--- src/rtl/rxaf_pkg.sv ---
package rxaf_pkg;
  typedef struct packed {
    logic bcastDis;
    logic rxAll;
    logic hashMc;
    logic passMc;
    logic promisc;
  } modeT;

  typedef struct packed {
    logic capture;
    logic decide;
  } strobeT;

  localparam logic [31:0] CRC_POLY = 32'hEDB88320;
endpackage

--- src/rtl/rxafCtrl.sv ---
module rxafCtrl
  import rxaf_pkg::*;
(
  input  logic       clk,
  input  logic       rstN,
  input  logic       daValid,
  input  logic       modeWrEn,
  input  logic [4:0] modeWrData,
  output strobeT     strobes,
  output modeT       mode,
  output logic       decValid
);
  logic v1, v2;

  always_ff @(posedge clk or negedge rstN) begin
    if (!rstN) begin
      v1   <= 1'b0;
      v2   <= 1'b0;
      mode <= '0;
    end else begin
      v1 <= daValid;
      v2 <= v1;
      if (modeWrEn) mode <= modeT'(modeWrData);
    end
  end

  assign strobes.capture = daValid;
  assign strobes.decide  = v1;
  assign decValid        = v2;
endmodule

--- src/rtl/rxafDatapath.sv ---
module rxafDatapath
  import rxaf_pkg::*;
#(
  parameter int HASH_BITS   = 6,
  parameter int NUM_ENTRIES = 4,
  localparam int ENT_W      = (NUM_ENTRIES > 1) ? $clog2(NUM_ENTRIES) : 1,
  localparam int WORD_W     = HASH_BITS - 5,
  localparam int NUM_WORDS  = 1 << WORD_W
)(
  input  logic              clk,
  input  logic              rstN,
  input  strobeT            strobes,
  input  modeT              mode,
  input  logic [47:0]       destAddr,
  input  logic              entWrEn,
  input  logic [ENT_W-1:0]  entWrSel,
  input  logic [47:0]       entWrAddr,
  input  logic              entWrOn,
  input  logic              hashWrEn,
  input  logic [WORD_W-1:0] hashWrSel,
  input  logic [31:0]       hashWrData,
  output logic              accept,
  output logic              perfectHit,
  output logic              hashHit
);
  logic [47:0]            entAddr [NUM_ENTRIES];
  logic [NUM_ENTRIES-1:0] entOn;
  logic [31:0]            hashWords [NUM_WORDS];

  // table storage
  always_ff @(posedge clk or negedge rstN) begin
    if (!rstN) begin
      entOn <= '0;
      for (int i = 0; i < NUM_ENTRIES; i++) entAddr[i] <= '0;
      for (int i = 0; i < NUM_WORDS; i++) hashWords[i] <= '0;
    end else begin
      if (entWrEn && (int'(entWrSel) < NUM_ENTRIES)) begin
        entAddr[entWrSel] <= entWrAddr;
        entOn[entWrSel]   <= entWrOn;
      end
      if (hashWrEn) hashWords[hashWrSel] <= hashWrData;
    end
  end

  // CRC over the address bits in wire order
  function automatic logic [31:0] crcOf(input logic [47:0] a);
    logic [31:0] c;
    logic fb;
    c = '1;
    for (int i = 0; i < 48; i++) begin
      fb = c[0] ^ a[i];
      c  = {1'b0, c[31:1]} ^ (fb ? CRC_POLY : 32'h0);
    end
    return c;
  endfunction

  logic [31:0]          crcVal;
  logic [HASH_BITS-1:0] binIdx;
  always_comb begin
    crcVal = crcOf(destAddr);
    for (int j = 0; j < HASH_BITS; j++) binIdx[HASH_BITS-1-j] = ~crcVal[j];
  end

  // exact compare, one comparator per entry
  logic [NUM_ENTRIES-1:0] matchVec;
  for (genvar e = 0; e < NUM_ENTRIES; e++) begin : g_cmp
    assign matchVec[e] = entOn[e] && (entAddr[e] == destAddr);
  end

  // stage 1: capture lookup results
  logic [HASH_BITS-1:0] s1Idx;
  logic s1Group, s1Bcast, s1Perf;
  always_ff @(posedge clk or negedge rstN) begin
    if (!rstN) begin
      s1Idx   <= '0;
      s1Group <= 1'b0;
      s1Bcast <= 1'b0;
      s1Perf  <= 1'b0;
    end else if (strobes.capture) begin
      s1Idx   <= binIdx;
      s1Group <= destAddr[0];
      s1Bcast <= &destAddr;
      s1Perf  <= !destAddr[0] && (|matchVec);
    end
  end

  // stage 2: bin read and mode resolution
  logic [31:0] selWord;
  logic binSet, hashOk, accNext;
  always_comb begin
    selWord = hashWords[s1Idx[HASH_BITS-1:5]];
    binSet  = selWord[s1Idx[4:0]];
    hashOk  = s1Group && !s1Bcast && mode.hashMc && binSet;
    if (mode.rxAll || mode.promisc) accNext = 1'b1;
    else if (s1Bcast)               accNext = !mode.bcastDis;
    else if (s1Group)               accNext = mode.passMc || hashOk;
    else                            accNext = s1Perf;
  end

  always_ff @(posedge clk or negedge rstN) begin
    if (!rstN) begin
      accept     <= 1'b0;
      perfectHit <= 1'b0;
      hashHit    <= 1'b0;
    end else begin
      accept     <= strobes.decide && accNext;
      perfectHit <= strobes.decide && s1Perf;
      hashHit    <= strobes.decide && hashOk;
    end
  end
endmodule

--- src/rtl/rxAddrFilter.sv ---
module rxAddrFilter
  import rxaf_pkg::*;
#(
  parameter int HASH_BITS   = 6,
  parameter int NUM_ENTRIES = 4,
  localparam int ENT_W      = (NUM_ENTRIES > 1) ? $clog2(NUM_ENTRIES) : 1,
  localparam int WORD_W     = HASH_BITS - 5
)(
  input  logic              clk,
  input  logic              rstN,
  input  logic              daValid,
  input  logic [47:0]       destAddr,
  input  logic              entWrEn,
  input  logic [ENT_W-1:0]  entWrSel,
  input  logic [47:0]       entWrAddr,
  input  logic              entWrOn,
  input  logic              hashWrEn,
  input  logic [WORD_W-1:0] hashWrSel,
  input  logic [31:0]       hashWrData,
  input  logic              modeWrEn,
  input  logic [4:0]        modeWrData,
  output logic              decValid,
  output logic              accept,
  output logic              perfectHit,
  output logic              hashHit
);
  strobeT strobes;
  modeT   mode;

  rxafCtrl u_ctrl (
    .clk        (clk),
    .rstN       (rstN),
    .daValid    (daValid),
    .modeWrEn   (modeWrEn),
    .modeWrData (modeWrData),
    .strobes    (strobes),
    .mode       (mode),
    .decValid   (decValid)
  );

  rxafDatapath #(.HASH_BITS(HASH_BITS), .NUM_ENTRIES(NUM_ENTRIES)) u_dp (
    .clk        (clk),
    .rstN       (rstN),
    .strobes    (strobes),
    .mode       (mode),
    .destAddr   (destAddr),
    .entWrEn    (entWrEn),
    .entWrSel   (entWrSel),
    .entWrAddr  (entWrAddr),
    .entWrOn    (entWrOn),
    .hashWrEn   (hashWrEn),
    .hashWrSel  (hashWrSel),
    .hashWrData (hashWrData),
    .accept     (accept),
    .perfectHit (perfectHit),
    .hashHit    (hashHit)
  );
endmodule

--- config.mk ---
export PLATFORM = sky130hd
export DESIGN_NAME = rxAddrFilter
export DESIGN_NICKNAME = d
export VERILOG_FILES = /design/src/rtl/rxaf_pkg.sv /design/src/rtl/rxafCtrl.sv /design/src/rtl/rxafDatapath.sv /design/src/rtl/rxAddrFilter.sv
export SDC_FILE = /design/constraint.sdc
export NUM_CORES = 1
export LEC_CHECK = 0
export BUFFER_PORTS_ARGS = -buffer_cell sky130_fd_sc_hd__buf_2
export CORE_MARGIN = 1
export CORE_UTILIZATION = 55
export DETAILED_ROUTE_END_ITERATION = 16
export PLACE_DENSITY_LB_ADDON = 0.1
export SLEW_MARGIN = 20
export SYNTH_ARGS = -nofsm -noshare
export SYNTH_HDL_FRONTEND = slang
export SYNTH_SLANG_ARGS = --single-unit
--- constraint.sdc ---
create_clock -name clk -period 5.8 [get_ports clk]
set_input_delay 0.58 -clock clk [delete_from_list [all_inputs] [get_ports clk]]
set_output_delay 0.58 -clock clk [all_outputs]
set_load 0.01 [all_outputs]
== After elaboration in Yosys (flattened, before gate mapping) ==
Cells that the tools add are included.

* Flip-flop bits (word level): 279
* Logic and storage cells: 223
* Output and inout port bits: 4
* Input port bits: 143

* Reduce and logical (&&, ||, !) cells: 21
* Magnitude comparators: 8
* Multiplexer cells: 65
* Equal/unequal tests: 4
* Bitwise gates (word level): 104

{| class="wikitable"
|+ Operators with widths
! kind !! number
|-
| $mux 32 || 26
|-
| $xor 31x32->32 || 21
|-
| $bwmux 192 || 1
|-
| $eq 48x48->1 || 4
|-
| $demux 48 s2 || 1
|-
| $bwmux 64 || 1
|-
| $mux 16 || 4
|-
| $mux 10 || 6
|-
| $mux 28 || 2
|-
| $mux 25 || 2
|-
| $mux 48 || 1
|-
| $reduce_and 48->1 || 1
|-
| $xor 1x1->1 || 47
|-
| $mux 22 || 2
|-
| $demux 32 s1 || 1
|-
| $mux 31 || 1
|-
| $not 31->31 || 1
|-
| $xor 31x31->31 || 1
|-
| $mux 30 || 1
|-
| $xor 30x30->30 || 1
|-
| $xor 29x29->29 || 1
|-
| $xor 28x28->28 || 1
|-
| $mux 27 || 1
|-
| $xor 27x27->27 || 1
|-
| 44 further kinds || 73
|}

== Depth between registers and ports, before layout ==
* Depth in word-level cells: 144
* Depth in mapped cells: 11
* Mapped depth without buffers: 10

== Modules after synthesis ==
A second synthesis with hierarchy kept.

* Cells, all modules: 1163
* Area total of the unflattened synthesis: 15579.9 sq um

{| class="wikitable"
|+ Modules (own cells, without submodules)
! module !! seq. area each (sq um) !! area an instance (sq um) !! cells an instance !! instances
|-
| rxafDatapath || 6806.5 || 15333.5 || 1149 || 1
|-
| rxafCtrl || 175.2 || 246.5 || 14 || 1
|}

== Worst setup path before layout ==
OpenSTA, ideal clock, no wires.

* Kind: input-to-reg
* From: in destAddr[0]
* To: reg u_dp.s1Idx[4]
* Arrival time: 4.195 ns
* Path buffers: 0
* Stages on the path: 10
* Path slack: 1.481 ns
* Setup time: 0.125 ns
* Cells stage by stage: ha_1 > xor2_1 > xor3_2 > xnor3_1 > xnor3_1 > xnor3_2 > xnor3_1 > xnor3_2 > xnor3_1 > mux2_2

* Longest elaborated chain between the ends: 62

{| class="wikitable"
|+ RTL lines
! what !! line !! RTL
|-
| from (decl) || rxAddrFilter.sv:12 || <nowiki>input logic [47:0] destAddr,</nowiki>
|-
| $mux 32 (*) || rxafDatapath.sv:52 || <nowiki>c = {1'b0, c[31:1]} ^ (fb ? CRC_POLY : 32'h0);</nowiki>
|-
| $not 31->31 (no source line) (*) || - ||
|-
| $xor 31x32->32 (*) (5 in series) || rxafDatapath.sv:52 ||
|-
| $xor 1x1->1 / $xor 31x32->32 (equally long branches) || rxafDatapath.sv:51, rxafDatapath.sv:52 ||
|-
| $mux 32 / $xor 31x32->32 (equally long branches) || rxafDatapath.sv:52 ||
|-
| $xor 31x32->32 (*) (6 in series) || rxafDatapath.sv:52 ||
|-
| $xor 1x1->1 / $xor 31x32->32 (equally long branches) || rxafDatapath.sv:51, rxafDatapath.sv:52 ||
|-
| $mux 32 / $xor 31x32->32 (equally long branches) || rxafDatapath.sv:52 ||
|-
| [37 not listed] || - ||
|-
| $xor 12x12->12 (*) || rxafDatapath.sv:52 ||
|-
| $xor 11x11->11 (*) || rxafDatapath.sv:52 ||
|-
| $xor 10x10->10 (*) || rxafDatapath.sv:52 ||
|-
| $xor 9x9->9 (*) || rxafDatapath.sv:52 ||
|-
| $xor 8x8->8 (*) || rxafDatapath.sv:52 ||
|-
| $xor 7x7->7 (*) || rxafDatapath.sv:52 ||
|-
| $xor 6x6->6 (*) || rxafDatapath.sv:52 ||
|-
| $not 1->1 (*) || rxafDatapath.sv:61 || <nowiki>for (int j = 0; j < HASH_BITS; j++) binIdx[HASH_BITS-1-j] = ~crcVal[j];</nowiki>
|-
| to (signal assigned) || rxafDatapath.sv:80 || <nowiki>s1Idx <= binIdx;</nowiki>
|-
| to (decl) || rxafDatapath.sv:71 || <nowiki>logic [HASH_BITS-1:0] s1Idx;</nowiki>
|}

Mark *: on every way between the ends. The rest lies on a longest branch, timed or not.
A chain may end at the register's enable or synchronous reset.

== Worst setup path in the final report ==
* From: in destAddr[3]
* To: reg u_dp.s1Idx[4]

* Longest elaborated chain between the ends: 60

{| class="wikitable"
|+ RTL lines
! what !! line !! RTL
|-
| $xor 1x1->1 (*) || rxafDatapath.sv:51 || <nowiki>fb = c[0] ^ a[i];</nowiki>
|-
| $mux 32 (*) || rxafDatapath.sv:52 ||
|-
| $xor 31x32->32 (*) (6 in series) || rxafDatapath.sv:52 ||
|-
| $xor 1x1->1 / $xor 31x32->32 (equally long branches) || rxafDatapath.sv:51, rxafDatapath.sv:52 ||
|-
| $mux 32 / $xor 31x32->32 (equally long branches) || rxafDatapath.sv:52 ||
|-
| $xor 31x32->32 (*) (6 in series) || rxafDatapath.sv:52 ||
|-
| $xor 1x1->1 / $xor 31x32->32 (equally long branches) || rxafDatapath.sv:51, rxafDatapath.sv:52 ||
|-
| $mux 32 / $xor 31x32->32 (equally long branches) || rxafDatapath.sv:52 ||
|-
| [34 not listed] || - ||
|-
| $xor 12x12->12 (*) || rxafDatapath.sv:52 ||
|-
| $xor 11x11->11 (*) || rxafDatapath.sv:52 ||
|-
| $xor 10x10->10 (*) || rxafDatapath.sv:52 ||
|-
| $xor 9x9->9 (*) || rxafDatapath.sv:52 ||
|-
| $xor 8x8->8 (*) || rxafDatapath.sv:52 ||
|-
| $xor 7x7->7 (*) || rxafDatapath.sv:52 ||
|-
| $xor 6x6->6 (*) || rxafDatapath.sv:52 ||
|-
| $not 1->1 (*) || rxafDatapath.sv:61 ||
|}

Marks and branches as above.

==> metrics.md <==
| Metric | Value |
|---|---|
| Routed via count | 9,756 |
| Reg2Reg Launch Point | u_dp.s1Idx[0]$_DFFE_PN0P_ |
| FF-to-FF setup slack | 2.69 ns |
| CTS max path bufs | 3 |
| Syn. warnings | 0 |
| Area growth, synth to finish | 12.3% |
| CTS tree | yes |
| Relative slew slack | 34.5% |
| Largest net degree at the start of global routing | 124 |
| FF-to-FF path depth | 9 |
| Starting Density | 55.8% |
| Fin. Hold Viols | 0 |
| Crit path arrival time | 4.82 ns |
| Final setup fails | 0 |
| First-pass GRT wire length | 63.1 mm |
| Vias per std cell | 5.75 |
| Seq/Total Area, Yosys | 43.7% |
| Layout cells sized above 1 | 38.4% |
| Worst slew pin tran | 0.982 ns |
| Commonest non-fill, non-tap cell in the layout | dfrtp_1 |
| Outcome | complete, no violations |
| Sum Neg Setup Slack | 0 ns |
| Post-synth EDFFs | 0 |
| Capturing point of the worst reg2reg path | u_dp.accept$_DFF_PN0_ |
| Post-CTS Setup Bufs | 0 |
| Post-synthesis cell type count | 44 |
| Worst setup SP type | primary input |
| First-pass DRT Iterations | 5 |
| Area of the multi-input gates | 8580 um^2 |
| Primary FF master, synth | dfrtp_1 |
| Antenna diodes | 0 |
| Htree depth | 1 |
| Die ar. | 29,700 um^2 |
| Clk slew on worst S/H paths | 0.06 ns |
| Num ports | 147 |
| #FFs+latches synth | 279 |
| Gr ovfl total | 0 |
| Crit end category | flop |
| Unrepaired setup endpoints after global routing | false |
| Async set or reset register ratio after synthesis | 100% |
| Total CTS buffers | 30 |
| Initial antenna violation count | 1 |
| Commonest cells after routing, fill and taps aside | 279 x dfrtp_1, 268 x mux2_2, 184 x xnor2_1, 145 x buf_2, 131 x xor2_1 |
| FILL cells | 2,255 |
| Total core area | 28,600 um^2 |
| Post-CTS sizing | 0 |
| Hold Crit Class | in -> async |
| Seq. cell area | 6980 um^2 |
| Min cycle time layout | 4.38 ns |
| F_max | 0.228 GHz |
| Syn_nets | 1,334 |
| CP Data Required Time | 6.24 ns |
| IO buf count | 146 |
| Gr usage total | 29.7% |
| CTS Sinks | 279 |
| DRT Wirelength | 42.4 mm |
| Hold WS | 0.0439 ns |
| FP Rows | 62 |
| Clk Latency, worst-skew pair | 0.57 ns |
| Final nets | 1,440 |
| Gate Count Post-Synth | 1,188 |
| RePlAce Congestion | 0.927 |
| WL/cell | 25.0 um |
| DRC | 0 |
| Final ANT Viol Nets | 0 |
| Crit Path Max Fanout | 14 |
| Crit Path Category | in -> reg |
| VDD IR max | 1.25 mV |
| Hold_buf cts | 0 |
| Die Wd | 172 um |
| Final period util | 75.5% |
| Dpl hpwl | 31.7 mm |
| Synth Cell Area | 16,000 um^2 |
| Root buf cell | clkbuf_16 |
| DIE HEIGHT | 172 um |
| MaxCap Viol Count | 0 |
| Vias in the first global route | 9,873 |
| Cell Pwr Density | 710 nW/um^2 |
| Mean post-synth cell area | 13.5 um^2 |
| Clock skew | 0.00996 ns |
| DR iter-0 viols | 710 |
| LEAKAGE | 7.86 nW |
| Final Max Slew Viols | 0 |
==> layout make-up <==
class	instances	share of cell area (%)
clock inverters	9	0.809
well taps	384	2.68
repair buffers	156	4.62
clock buffers	43	4.73
inverters	22	0.460
multi-input cells	805	47.8
flip-flops and latches	279	38.9
==> stage by stage <==
| stage | power, mW | std cells | instance area (um^2) | util, % | setup slack (ns) |
|---|---|---|---|---|---|
| after floorplan | 9.64 | 1188 | 16000 | - | 1.48 |
| after global placement | 10.7 | 1646 | 17000 | 59.2 | 0.922 |
| after detailed placement | 10.9 | 1646 | 17000 | 59.2 | 0.844 |
| after CTS | 12.8 | 1698 | 17900 | 62.7 | 1.43 |
| after global routing | 13.5 | 1698 | 17900 | 62.7 | 1.24 |
| final | 12.7 | 1698 | 17900 | 62.7 | 1.42 |
==> critical path, cell delays in order <==
cell     delay [ns]
buf_2          0.34
ha_1           0.36
xor2_2         0.39
xnor3_1        0.57
xor2_1         0.21
xnor2_1        0.41
xnor3_1        0.52
xnor3_1        0.38
xnor3_2        0.43
xnor3_1        0.34
mux2_2         0.28
==> cell families (layout without fill, tap and decap cells) <==
kind of cell               count (synthesis)  in the layout  synth area share, %
xor gates and xnor gates                 381            381                 26.6
muxes                                    292            292                 21.8
DFF                                      279            279                 43.7
buffers and inverters                    104            230                 2.72
and+or+nand+nor                           95             95                 3.53
AOI/OAI and AO/OA                         34             34                 1.49
adders and majority gates                  3              3                0.235
==> power breakdown <==
part | internal, mW | switching (mW)
Sequential | 2.37 | 0.301
Clock | 1.15 | 0.779
Combinational | 5.31 | 2.83
==> worst max-delay path by stage <==
stage / cells after the start / to / startpoint
2_1_floorplan: 10 / u_dp.s1Idx[4]$_DFFE_PN0P_ / destAddr[0]
3_3_place_gp: 11 / u_dp.s1Idx[4]$_DFFE_PN0P_ / destAddr[3]
3_5_place_dp: 11 / u_dp.s1Idx[4]$_DFFE_PN0P_ / destAddr[3]
4_1_cts: 11 / u_dp.s1Idx[4]$_DFFE_PN0P_ / destAddr[3]
5_1_grt: 11 / u_dp.s1Idx[4]$_DFFE_PN0P_ / destAddr[3]
6_report: 11 / u_dp.s1Idx[4]$_DFFE_PN0P_ / destAddr[3]
==> Yosys cell counts (2+ instances only) <==
| library cell | n | area share [%] |
|---|---|---|
| mux2_2 | 268 | 19 |
| nand3_1 | 4 | 0.13 |
| buf_1 | 22 | 0.52 |
| clkbuf_1 | 44 | 1.0 |
| o21ai_0 | 4 | 0.13 |
| xnor2_1 | 184 | 10 |
| xor2_1 | 131 | 7.2 |
| inv_1 | 22 | 0.52 |
| a31oi_1 | 2 | 0.078 |
| dfrtp_1 | 279 | 44 |
| ha_1 | 3 | 0.23 |
| xnor3_2 | 6 | 0.89 |
| a211oi_1 | 2 | 0.094 |
| xor3_1 | 8 | 1.2 |
| a221oi_1 | 3 | 0.16 |
| nand4_1 | 35 | 1.4 |
| nor3_1 | 3 | 0.094 |
| mux2i_1 | 6 | 0.38 |
| a22o_1 | 2 | 0.11 |
| nand3b_1 | 2 | 0.094 |
| nor2b_1 | 2 | 0.078 |
| a21oi_1 | 8 | 0.25 |
| xor3_2 | 3 | 0.47 |
| a222oi_1 | 2 | 0.13 |
| xor2_2 | 4 | 0.41 |
| nor2_1 | 7 | 0.16 |
| nand2_1 | 4 | 0.094 |
| o221ai_1 | 2 | 0.11 |
| buf_2 | 9 | 0.28 |
| buf_4 | 5 | 0.23 |
| o22ai_1 | 5 | 0.20 |
| xnor3_1 | 43 | 6.1 |
| nor4_1 | 35 | 1.4 |
| mux4_2 | 18 | 2.5 |
| buf_6 | 2 | 0.14 |
==> registers in the layout (all words and copies together) (netlist names) <==
| signal | flops |
|---|---|
| u_dp.hashHit | 1 |
| u_dp.s1Idx | 6 |
| u_dp.s1Bcast | 1 |
| u_dp.perfectHit | 1 |
| u_ctrl.mode | 5 |
| u_ctrl.decValid | 1 |
| u_dp.s1Group | 1 |
| u_dp.entAddr | 192 |
| u_dp.s1Perf | 1 |
| u_dp.accept | 1 |
| u_dp.hashWords | 64 |
| u_ctrl.v1 | 1 |
| u_dp.entOn | 4 |
==> routing by layer <==
| layer | wire, um | vias to the layer above | track usage, % |
|---|---|---|---|
| met5 | 8 | - | 0 |
| met4 | 992 | 2 | 7.12 |
| met3 | 3250 | 71 | 6.57 |
| met2 | 19200 | 327 | 45.0 |
| met1 | 19000 | 4999 | 43.4 |
| li1 | - | 4357 | - |
Power figures use the tool's default switching activity.
